==> config.mk <==
export PLATFORM = sky130hd
export DESIGN_NAME = fullper_addr_seq
export DESIGN_NICKNAME = d
export VERILOG_FILES = /design/src/rtl/fpas_pkg.sv /design/src/rtl/fpas_len_decode.sv /design/src/rtl/fpas_next_state.sv /design/src/rtl/fpas_period_ctr.sv /design/src/rtl/fullper_addr_seq.sv
export SDC_FILE = /design/constraint.sdc
export NUM_CORES = 1
export LEC_CHECK = 0
export BUFFER_PORTS_ARGS = -buffer_cell sky130_fd_sc_hd__buf_2
export CORE_UTILIZATION = 64
export CTS_CLUSTER_DIAMETER = 200
export DETAILED_ROUTE_END_ITERATION = 8
export GPL_ROUTABILITY_DRIVEN = 1
export MAX_ROUTING_LAYER = met4
export PLACE_DENSITY = 0.86
export SLEW_MARGIN = 10
export SYNTH_ARGS = -nofsm -noshare
export SYNTH_HDL_FRONTEND = slang
export SYNTH_SLANG_ARGS = --single-unit
==> constraint.sdc <==
create_clock -name clk_i -period 7.9 [get_ports clk_i]
set_clock_uncertainty 0.1 [all_clocks]
set_input_delay 0.79 -clock clk_i [delete_from_list [all_inputs] [get_ports clk_i]]
set_output_delay 0.79 -clock clk_i [all_outputs]
set_load 0.02 [all_outputs]
==> src/rtl/fpas_pkg.sv <==
package fpas_pkg;
  localparam int unsigned TAB_W = 16;
  localparam int unsigned MIN_LEN = 2;

  // maximal-length tap masks, bit k = stage k
  function automatic logic [TAB_W-1:0] tap_mask(input int unsigned n);
    case (n)
      2:       return 16'h0003;
      3:       return 16'h0006;
      4:       return 16'h000C;
      5:       return 16'h0014;
      6:       return 16'h0030;
      7:       return 16'h0060;
      8:       return 16'h00B8;
      9:       return 16'h0110;
      10:      return 16'h0240;
      11:      return 16'h0500;
      12:      return 16'h0829;
      13:      return 16'h100D;
      14:      return 16'h2015;
      15:      return 16'h6000;
      default: return 16'hD008;
    endcase
  endfunction
endpackage

==> src/rtl/fpas_len_decode.sv <==
module fpas_len_decode #(
  parameter int unsigned MAX_W  = 16,
  parameter int unsigned CODE_W = 4
) (
  input  logic [CODE_W-1:0] code_i,
  output logic [MAX_W-1:0]  taps_o,
  output logic [MAX_W-1:0]  wmask_o,
  output logic [MAX_W-1:0]  lmask_o
);
  import fpas_pkg::*;
  localparam int unsigned TOP_CODE = MAX_W - MIN_LEN;

  int unsigned n_w;
  logic [TAB_W-1:0] full_taps;

  always_comb begin
    if (int'(code_i) > TOP_CODE) n_w = MAX_W;
    else                         n_w = int'(code_i) + MIN_LEN;
    full_taps = tap_mask(n_w);
  end

  assign taps_o = full_taps[MAX_W-1:0];

  for (genvar i = 0; i < MAX_W; i++) begin : g_mask
    assign wmask_o[i] = (n_w > i);
    // all stages below the output stage
    assign lmask_o[i] = (n_w > i + 1);
  end
endmodule

==> src/rtl/fpas_next_state.sv <==
module fpas_next_state #(
  parameter int unsigned MAX_W = 16
) (
  input  logic [MAX_W-1:0] state_i,
  input  logic [MAX_W-1:0] taps_i,
  input  logic [MAX_W-1:0] wmask_i,
  input  logic [MAX_W-1:0] lmask_i,
  output logic [MAX_W-1:0] next_o
);
  logic lin_fb;
  logic low_zero;
  logic fb;

  assign lin_fb   = ^(state_i & taps_i);
  // splice zero into the cycle: 100..0 -> 0, 0 -> 1
  assign low_zero = ~|(state_i & lmask_i);
  assign fb       = lin_fb ^ low_zero;
  assign next_o   = {state_i[MAX_W-2:0], fb} & wmask_i;
endmodule

==> src/rtl/fpas_period_ctr.sv <==
module fpas_period_ctr #(
  parameter int unsigned MAX_W = 16
) (
  input  logic             clk_i,
  input  logic             rst_ni,
  input  logic             clear_i,
  input  logic             adv_i,
  input  logic [MAX_W-1:0] wmask_i,
  output logic             wrap_o
);
  logic [MAX_W-1:0] cnt_q;
  logic             wrap_q;
  logic             last;

  assign last = (cnt_q == wmask_i);

  always_ff @(posedge clk_i or negedge rst_ni) begin
    if (!rst_ni) begin
      cnt_q  <= '0;
      wrap_q <= 1'b0;
    end else if (clear_i) begin
      cnt_q  <= '0;
      wrap_q <= 1'b0;
    end else if (adv_i) begin
      cnt_q  <= last ? '0 : cnt_q + 1'b1;
      wrap_q <= last;
    end else begin
      wrap_q <= 1'b0;
    end
  end

  assign wrap_o = wrap_q;


  wrap_single_chk: assert property (@(posedge clk_i) disable iff (!rst_ni)
    wrap_q |=> !wrap_q);

  wrap_after_adv_chk: assert property (@(posedge clk_i) disable iff (!rst_ni)
    $rose(wrap_q) |-> $past(adv_i) && !$past(clear_i));

  clear_cnt_chk: assert property (@(posedge clk_i) disable iff (!rst_ni)
    clear_i |=> cnt_q == '0 && !wrap_q);
endmodule

==> src/rtl/fullper_addr_seq.sv <==
module fullper_addr_seq #(
  parameter int unsigned MAX_W  = 16,
  parameter int unsigned CODE_W = 4
) (
  input  logic              clk_i,
  input  logic              rst_ni,
  input  logic [CODE_W-1:0] len_sel_i,
  input  logic              seed_load_i,
  input  logic [MAX_W-1:0]  seed_i,
  input  logic              adv_i,
  output logic [MAX_W-1:0]  addr_o,
  output logic              wrap_o
);
  import fpas_pkg::*;
  localparam logic [CODE_W-1:0] RST_CODE = CODE_W'(MAX_W - MIN_LEN);

  logic [CODE_W-1:0] code_q;
  logic [MAX_W-1:0]  state_q;
  logic [MAX_W-1:0]  cur_taps, cur_wmask, cur_lmask;
  logic [MAX_W-1:0]  ld_taps, ld_wmask, ld_lmask;
  logic [MAX_W-1:0]  next_state;
  logic              step;

  fpas_len_decode #(.MAX_W(MAX_W), .CODE_W(CODE_W)) cur_dec_i (
    .code_i (code_q),
    .taps_o (cur_taps),
    .wmask_o(cur_wmask),
    .lmask_o(cur_lmask)
  );

  fpas_len_decode #(.MAX_W(MAX_W), .CODE_W(CODE_W)) ld_dec_i (
    .code_i (len_sel_i),
    .taps_o (ld_taps),
    .wmask_o(ld_wmask),
    .lmask_o(ld_lmask)
  );

  fpas_next_state #(.MAX_W(MAX_W)) nxt_i (
    .state_i(state_q),
    .taps_i (cur_taps),
    .wmask_i(cur_wmask),
    .lmask_i(cur_lmask),
    .next_o (next_state)
  );

  assign step = adv_i & ~seed_load_i;

  always_ff @(posedge clk_i or negedge rst_ni) begin
    if (!rst_ni) begin
      code_q  <= RST_CODE;
      state_q <= '0;
    end else if (seed_load_i) begin
      code_q  <= len_sel_i;
      state_q <= seed_i & ld_wmask;
    end else if (adv_i) begin
      state_q <= next_state;
    end
  end

  fpas_period_ctr #(.MAX_W(MAX_W)) ctr_i (
    .clk_i  (clk_i),
    .rst_ni (rst_ni),
    .clear_i(seed_load_i),
    .adv_i  (step),
    .wmask_i(cur_wmask),
    .wrap_o (wrap_o)
  );

  assign addr_o = state_q;


  width_clear_chk: assert property (@(posedge clk_i) disable iff (!rst_ni)
    (state_q & ~cur_wmask) == '0);

  hold_chk: assert property (@(posedge clk_i) disable iff (!rst_ni)
    !adv_i && !seed_load_i |=> $stable(state_q));

  zero_exit_chk: assert property (@(posedge clk_i) disable iff (!rst_ni)
    step && state_q == '0 |=> state_q == MAX_W'(1));

  zero_entry_chk: assert property (@(posedge clk_i) disable iff (!rst_ni)
    step && state_q != '0 && (state_q & cur_lmask) == '0 |=> state_q == '0);

  seed_load_chk: assert property (@(posedge clk_i) disable iff (!rst_ni)
    seed_load_i |=> state_q == ($past(seed_i) & cur_wmask));

  len_hold_chk: assert property (@(posedge clk_i) disable iff (!rst_ni)
    !seed_load_i |=> $stable(code_q));
endmodule

==> summary.txt, run 1 <==
Synthesis
  • Mean post-synth cell area: 7.642 sq um
  • Post-synth top flop: dfrtp_1
  • Post-synth ARST share: 100.0%
  • Commonest cells in the netlist: 48 x nand2_1, 39 x nor2_1, 34 x dfrtp_1
  • Count leader, synth: nand2_1
  • Mapped Cells: 456
  • Register area share after synthesis: a little over a quarter
  • Synth Cell Area: 3485 sq um
  • Yosys reg bits: 37
  • Warnings, synthesis: 0
  • Share of the synthesized area in the top cell type: 24.42%
  • EDFF count, synth: 0
  • Yosys top cell by area: dfrtp_1
  • Synth area leaders: dfrtp_1 24%, nand2_1 5.2%, a21oi_1 4.7%
  • Syn nets: 488
  • Yosys cell types: 71

Clock tree
  • H-tree depth: 2
  • Clock transition at path regs: 0.08 ns
  • Post-CTS Hold Buffers: 0
  • Clock Path Buffers: 2
  • CTS buffer count: 5
  • Setup bufs post-CTS: 0
  • Clock sink count: 37
  • Worst-skew pair later-pin latency: 0.30 ns
  • Clk root buf: clkbuf_8
  • CTS tree: done
  • Resize count post-CTS: 0

Cells and area
  • Area grow syn2layout: 5.960%
  • Reg area: 929.6 sq um
  • Layout cells sized above 1: 17.70%
  • Layout Utilization: 71.38%
  • Area of the multi-input gates: ~2300 sq um
  • Nets@finish: 500
  • Fillcell total: between 400 and 500
  • # diodes: 0

Routing
  • Vias/cell: 6.716
  • Via count: 3620
  • DR WL/cell: 18.22 microns
  • Post-Route WL: just under 10000 microns
  • Initial DRC Count: ~330
  • First-pass DRT Iterations: 5
  • Remaining DRCs: 0
  • Post-route ant nets: 0

Power
  • Peak VDD IR: 0.1375 mV
  • Total power: 617.9 uW
  • Power density cells: 167.3 nW/um^2
  • Leak: around 0.0016 uW

STA
  • Unrepaired setup endpoints after global routing: no
  • Setup ws final: 3.719 ns
  • Setup tns final: 0 ns
  • Pins over their slew limit: 0
  • Post-route clock period utilization: 52.92%
  • Final Hold Viols: 0
  • Highest clock rate: about 240 MHz
  • Slew Limit Headroom: roughly 34%
  • Final Setup Violations: 0
  • Final critical-path required period: 4.181 ns
  • Hold slack: 0.4878 ns
  • Slew of the pin with the lowest slew margin: between 0.9 and 1 ns

Global routing
  • Largest net degree at the start of global routing: around 60
  • Grt ovf: 0
  • Initial antenna violation count: 0
  • GRT Total Usage: about 37%
  • Global-route wire length before repair: 15340 microns
  • Vias in the first global route: 3012

Floorplan
  • Core Footprint: 5172 sq um
  • Die Span X: ~76 microns
  • Starting Density: 67.37%
  • Die area: 5744 sq um
  • # IOs: 41
  • Site row count: 26
  • Chip height: between 70 and 80 microns

Critical path
  • Worst Reg-to-Reg Cells: 11
  • Worst flop-to-flop path endpoint: ctr_i.cnt_q[0]$_DFFE_PN0P_
  • R2R Setup Slk: ~3.7 ns
  • Critical path startpoint category: register
  • Crit. End Element: register
  • Crit-path max FO: 29
  • Worst R2R Start: code_q[1]$_DFFE_PN1P_
  • Worst Path Class, Setup: register to register
  • Critical Path AT: 4.23 ns
  • Critical path data required time: a little under 8 ns

Outcome
  • Outcome: completed

Placed design
  • Dpl hpwl: about 7000 microns
  • Port bufs: 40
  • Final GP Congestion: 0.9825
  • Pre-CTS setup slack: 3.821 ns

Run
  • Maxcap violations: 0

Min path
  • Hold Crit Class: input port to async pin
cell type report:
| type | instances | share of cell area (%) |
|---|---|---|
| Inverter | 15 | 1.525 |
| Multi-Input combinational cell | 369 | 62.39 |
| Clock inverter | 3 | 1.254 |
| Timing Repair Buffer | 40 | 5.422 |
| Sequential cell | 37 | 25.18 |
| Tap cell | 70 | 2.372 |
| Clock buffer | 5 | 1.864 |
power by group:
| group | switching (uW) | internal (uW) |
|---|---|---|
| clock network | 76.1 | 94.5 |
| logic | 131 | 83.2 |
| registers | 30.5 | 203 |
| total | 238 | 380 |
through the flow:
stage / std cells / area [sq um]
finish: 539 / 3692
global route: 539 / 3692
CTS: 539 / 3692
detailed placement: 531 / 3577
global placement: 531 / 3577
floorplan: 456 / 3485
kinds of logic after synthesis:
| kind of cell | synth area share, % |
|---|---|
| DFF | 26.68 |
| and+or+nand+nor | 29.23 |
| xor gates and xnor gates | 5.350 |
| muxes | 3.088 |
| AOI/OAI and AO/OA | 25.57 |
| buffers and inverters | 7.217 |
| adders and majority gates | 2.873 |
critical path, stage by stage (launching register included):
cell      delay (ns)
dfstp_2         0.84
inv_1           0.24
ha_1            0.67
nor2b_4         0.08
or2_0           0.38
or3_1           0.40
a21boi_1        0.15
o21ai_1         0.10
a21oi_2         0.19
nand4_2         0.51
nand3b_1        0.27
a21oi_1         0.09
how the worst max path moves through the flow:
stage / startpoint / to / cells past startpoint / slack, ns
floorplan: code_q[1]$_DFFE_PN1P_ / ctr_i.cnt_q[13]$_DFFE_PN0P_ / 15 / 4.79
detailed placement: code_q[1]$_DFFE_PN1P_ / ctr_i.cnt_q[0]$_DFFE_PN0P_ / 11 / 3.82
CTS: code_q[1]$_DFFE_PN1P_ / ctr_i.cnt_q[0]$_DFFE_PN0P_ / 11 / 3.80
finish: code_q[1]$_DFFE_PN1P_ / ctr_i.cnt_q[0]$_DFFE_PN0P_ / 11 / 3.72
global placement: code_q[1]$_DFFE_PN1P_ / ctr_i.cnt_q[0]$_DFFE_PN0P_ / 9 / 3.91
global route: code_q[1]$_DFFE_PN1P_ / ctr_i.cnt_q[2]$_DFFE_PN0P_ / 11 / 3.53
flip-flops by register name, indices dropped and copies added, names as in the netlist:
| register | cells |
|---|---|
| ctr_i.cnt_q | 16 |
| addr_o | 16 |
| ctr_i.wrap_o | 1 |
| code_q | 4 |
layout by cell type, fill, tap and decap left out, types with 3 or more instances in the layout:
cell and instances:
mux2_2 6, o21ai_0 32, o21ai_2 10, nand2_1 48, nand4_1 5, inv_1 14, xnor2_1 8, dfrtp_1 34
mux2i_1 4, a21oi_1 33, nand3b_1 4, nor3_1 7, o22ai_1 3, buf_2 40, nor2b_1 16, a311oi_1 4
nand3_1 20, nor2_1 39, xor2_1 7, dfstp_2 3, o21ai_1 12, ha_1 8, o31ai_1 5, o211ai_1 6
nor3b_1 3, and3_1 19, nand2b_1 7, or3_1 3, clkbuf_8 5, a31oi_1 13, and2_1 4
layer usage:
layer | wire length [microns] | track usage [%]
met2 | 4262 | 50.64
met3 | 853 | 7.540
met1 | 4461 | 54.58
met4 | 242 | 12.35
met5 | 0 | -
Note: power is estimated with default switching activity, not from simulation.
==> run 2, diff against run 1 <==
--- a/config.mk
+++ b/config.mk
@@ -5,13 +5,14 @@
 export SDC_FILE = /design/constraint.sdc
 export NUM_CORES = 1
 export LEC_CHECK = 0
+export ABC_AREA = 1
 export BUFFER_PORTS_ARGS = -buffer_cell sky130_fd_sc_hd__buf_2
-export CORE_UTILIZATION = 64
+export CORE_UTILIZATION = 59
 export CTS_CLUSTER_DIAMETER = 200
 export DETAILED_ROUTE_END_ITERATION = 8
 export GPL_ROUTABILITY_DRIVEN = 1
 export MAX_ROUTING_LAYER = met4
-export PLACE_DENSITY = 0.86
+export PLACE_DENSITY = 0.81
 export SLEW_MARGIN = 10
 export SYNTH_ARGS = -nofsm -noshare
 export SYNTH_HDL_FRONTEND = slang
==> constraint.sdc (replaced) <==
create_clock -name clk_i -period 4 [get_ports clk_i]
set_clock_uncertainty 0.1 [all_clocks]
set_input_delay 0.4 -clock clk_i [delete_from_list [all_inputs] [get_ports clk_i]]
set_output_delay 0.4 -clock clk_i [all_outputs]
set_load 0.02 [all_outputs]
==> run 2 against run 1 <==
Fmax rose by 30%. Utilization fell by 3.2 points. Worst hold slack got worse by 0.37 ns. Critical path depth rose by 2. Global-route usage fell by 1.5 points. Worst setup slack got worse by 2.9 ns. First-iteration DRC count rose by 50%. Largest cell class unchanged. Highest routed layer unchanged.
==> summary.txt, run 2 <==
Routing
  • First-pass DRT Iterations: 5
  • Vias/cell: around 5.9
  • Top sig layer: met4
  • Via count: roughly 3600
  • Metal3 WL: ~900 microns
  • Post-Route WL: 9613 microns
  • DR WL/cell: 15.92 microns
  • Post-route ant nets: 0
  • Met1 Wirelength: around 4500 microns
  • Initial DRC Count: 490
  • Routed wl met2: 4000 microns
  • Remaining DRCs: 0

STA
  • Highest clock rate: 310.1 MHz
  • Final Setup Violations: 0
  • Unrepaired setup endpoints after global routing: no
  • Slew Limit Headroom: 41.49%
  • Post-route clock period utilization: 80.62%
  • Final Hold Viols: 0
  • Setup tns final: 0 ns
  • Slew of the pin with the lowest slew margin: 0.8777 ns
  • Final critical-path required period: 3.225 ns
  • Pins over their slew limit: 0

Floorplan
  • Chip height: 76.10 microns
  • Die area: 5790 sq um
  • # IOs: 41
  • Starting Density: 62.24%
  • Site row count: 26
  • Die Span X: 76.10 microns
  • Core Footprint: 5205 sq um

Synthesis
  • Share of the synthesized area in the top cell type: between 20% and 30%
  • Count leader, synth: nand2_1
  • Post-synth top flop: dfrtp_1
  • Synth area leaders: dfrtp_1 26%, nand2_1 15%, nand3_1 10%
  • Yosys cell types: 36
  • Warnings, synthesis: 0
  • Synth Cell Area: 3239 sq um
  • Mapped Cells: between 400 and 500
  • Yosys reg bits: 37
  • Register area share after synthesis: 28.70%
  • Yosys top cell by area: dfrtp_1
  • Syn nets: 530
  • Post-synth ARST share: 100.0%
  • EDFF count, synth: 0
  • Commonest cells in the netlist: 132 x nand2_1, 70 x inv_1, 66 x nand3_1
  • Mean post-synth cell area: between 6 and 7 sq um

Clock tree
  • Worst-skew pair later-pin latency: 0.30 ns
  • Clock sink count: 37
  • Setup bufs post-CTS: 0
  • Resize count post-CTS: 0
  • H-tree depth: 2
  • Post-CTS Hold Buffers: 0
  • Clock Path Buffers: 2
  • CTS buffer count: 5
  • Clock transition at path regs: 0.08 ns
  • Clk root buf: clkbuf_8
  • CTS tree: done

Power
  • Leak: 0.001753 uW
  • Total power: approximately 1100 uW
  • Peak VDD IR: 0.1944 mV
  • Power density cells: approximately 310 nW/um^2

Global routing
  • GRT Total Usage: ~36%
  • Initial antenna violation count: 0
  • Grt ovf: 0
  • Largest net degree at the start of global routing: 38
  • Global-route wire length before repair: between 15000 and 20000 microns
  • Vias in the first global route: 3262

Placed design
  • Port bufs: 40
  • Final GP Congestion: about 0.97
  • DP Cell Count: 596
  • Dpl hpwl: approximately 7500 microns
  • Dpl cell area: 3467 sq um

Cells and area
  • Area grow syn2layout: 9.579%
  • Nets@finish: around 570
  • Commonest cells after routing, fill and taps aside: 132 x nand2_1, 70 x inv_1, 66 x nand3_1
  • Most common cell after layout, fill and taps aside: nand2_1
  • Final Cell Area: about 3500 sq um
  • Layout Utilization: 68.20%
  • Layout cells sized above 1: 12.55%
  • # diodes: 0
  • Fillcell total: 458
  • Area of the multi-input gates: 1972 sq um
  • Non-filler instance count after layout: between 600 and 700
  • Reg area: just over 900 sq um

Run
  • Maxcap violations: 0

Critical path
  • Critical path startpoint category: register
  • Critical Path AT: 3.27 ns
  • Crit-path max FO: 16
  • Crit. End Element: register
  • Worst Path Class, Setup: register to register
  • Critical path data required time: about 4.1 ns

Min path
  • Hold Crit Class: input port to async pin

Outcome
  • Outcome: completed
[run 2: area by class of cell]
type	instances	area share, %
Clock buffer	6	2.044
Clock inverter	2	0.2820
Inverter	72	7.614
Multi-Input combinational cell	376	55.55
Sequential cell	37	26.19
Tap cell	70	2.467
Timing Repair Buffer	41	5.851
[run 2: kinds of logic after synthesis]
| group | share of synthesized area (%) |
|---|---|
| AND/OR/NAND/NOR | 40.60 |
| buffers and inverters | 10.43 |
| AO/OA/AOI/OAI | 10.97 |
| flip-flops | 28.70 |
| XOR/XNOR | 6.219 |
| adder cells (fa/ha/maj) | 3.090 |
[run 2: worst paths after layout]
| check | start | to | slack (ns) | depth (start not counted) |
|---|---|---|---|---|
| max in group asynchronous | rst_ni | addr_o[10]$_DFFE_PN0P_ | 3.13 | 1 |
| min in group clk_i | seed_i[5] | addr_o[5]$_DFFE_PN0P_ | 0.22 | 3 |
| min | rst_ni | addr_o[13]$_DFFE_PN0P_ | 0.12 | 1 |
| max reg2reg | code_q[1]$_DFFE_PN1P_ | ctr_i.cnt_q[4]$_DFFE_PN0P_ | 0.78 | 13 |
| min reg2reg | ctr_i.cnt_q[15]$_DFFE_PN0P_ | ctr_i.cnt_q[15]$_DFFE_PN0P_ | 0.43 | 2 |
| max | code_q[1]$_DFFE_PN1P_ | ctr_i.cnt_q[4]$_DFFE_PN0P_ | 0.78 | 13 |
[run 2: layer usage]
layer	track usage (%)	vias to the layer above
li1	-	1718
met1	50.99	1616
met2	51.64	215
met3	5.988	32
met4	11.54	0
met5	-	-
[run 2: worst max-delay path, cell delays in order (launching register included)]
cell and delay (ns):
dfstp_2 0.62, inv_1 0.22, ha_1 0.46, inv_1 0.27
nor2_1 0.14, o21ai_2 0.14, nand2_2 0.12, nand2_2 0.13
xor2_1 0.21, nand3_1 0.10, nor2_1 0.12, nand2_2 0.21
nand3b_1 0.16, o21ai_0 0.09
[run 2: through the flow]
stage	hold WS [ns]	worst slack, ns
CTS	0.1454	0.8689
global route	0.1874	0.5020
detailed placement	0.4107	0.8702
finish	0.1210	0.7751
floorplan	0.004409	1.082
global placement	0.4113	0.8727
[run 2: where the power goes]
group | leakage [uW] | internal (uW) | total [uW] | switching (uW)
sequential | 0.000490 | 399 | 433 | 34.4
combinational | 0.00122 | 122 | 401 | 279
clock | 0.0000450 | 121 | 262 | 141
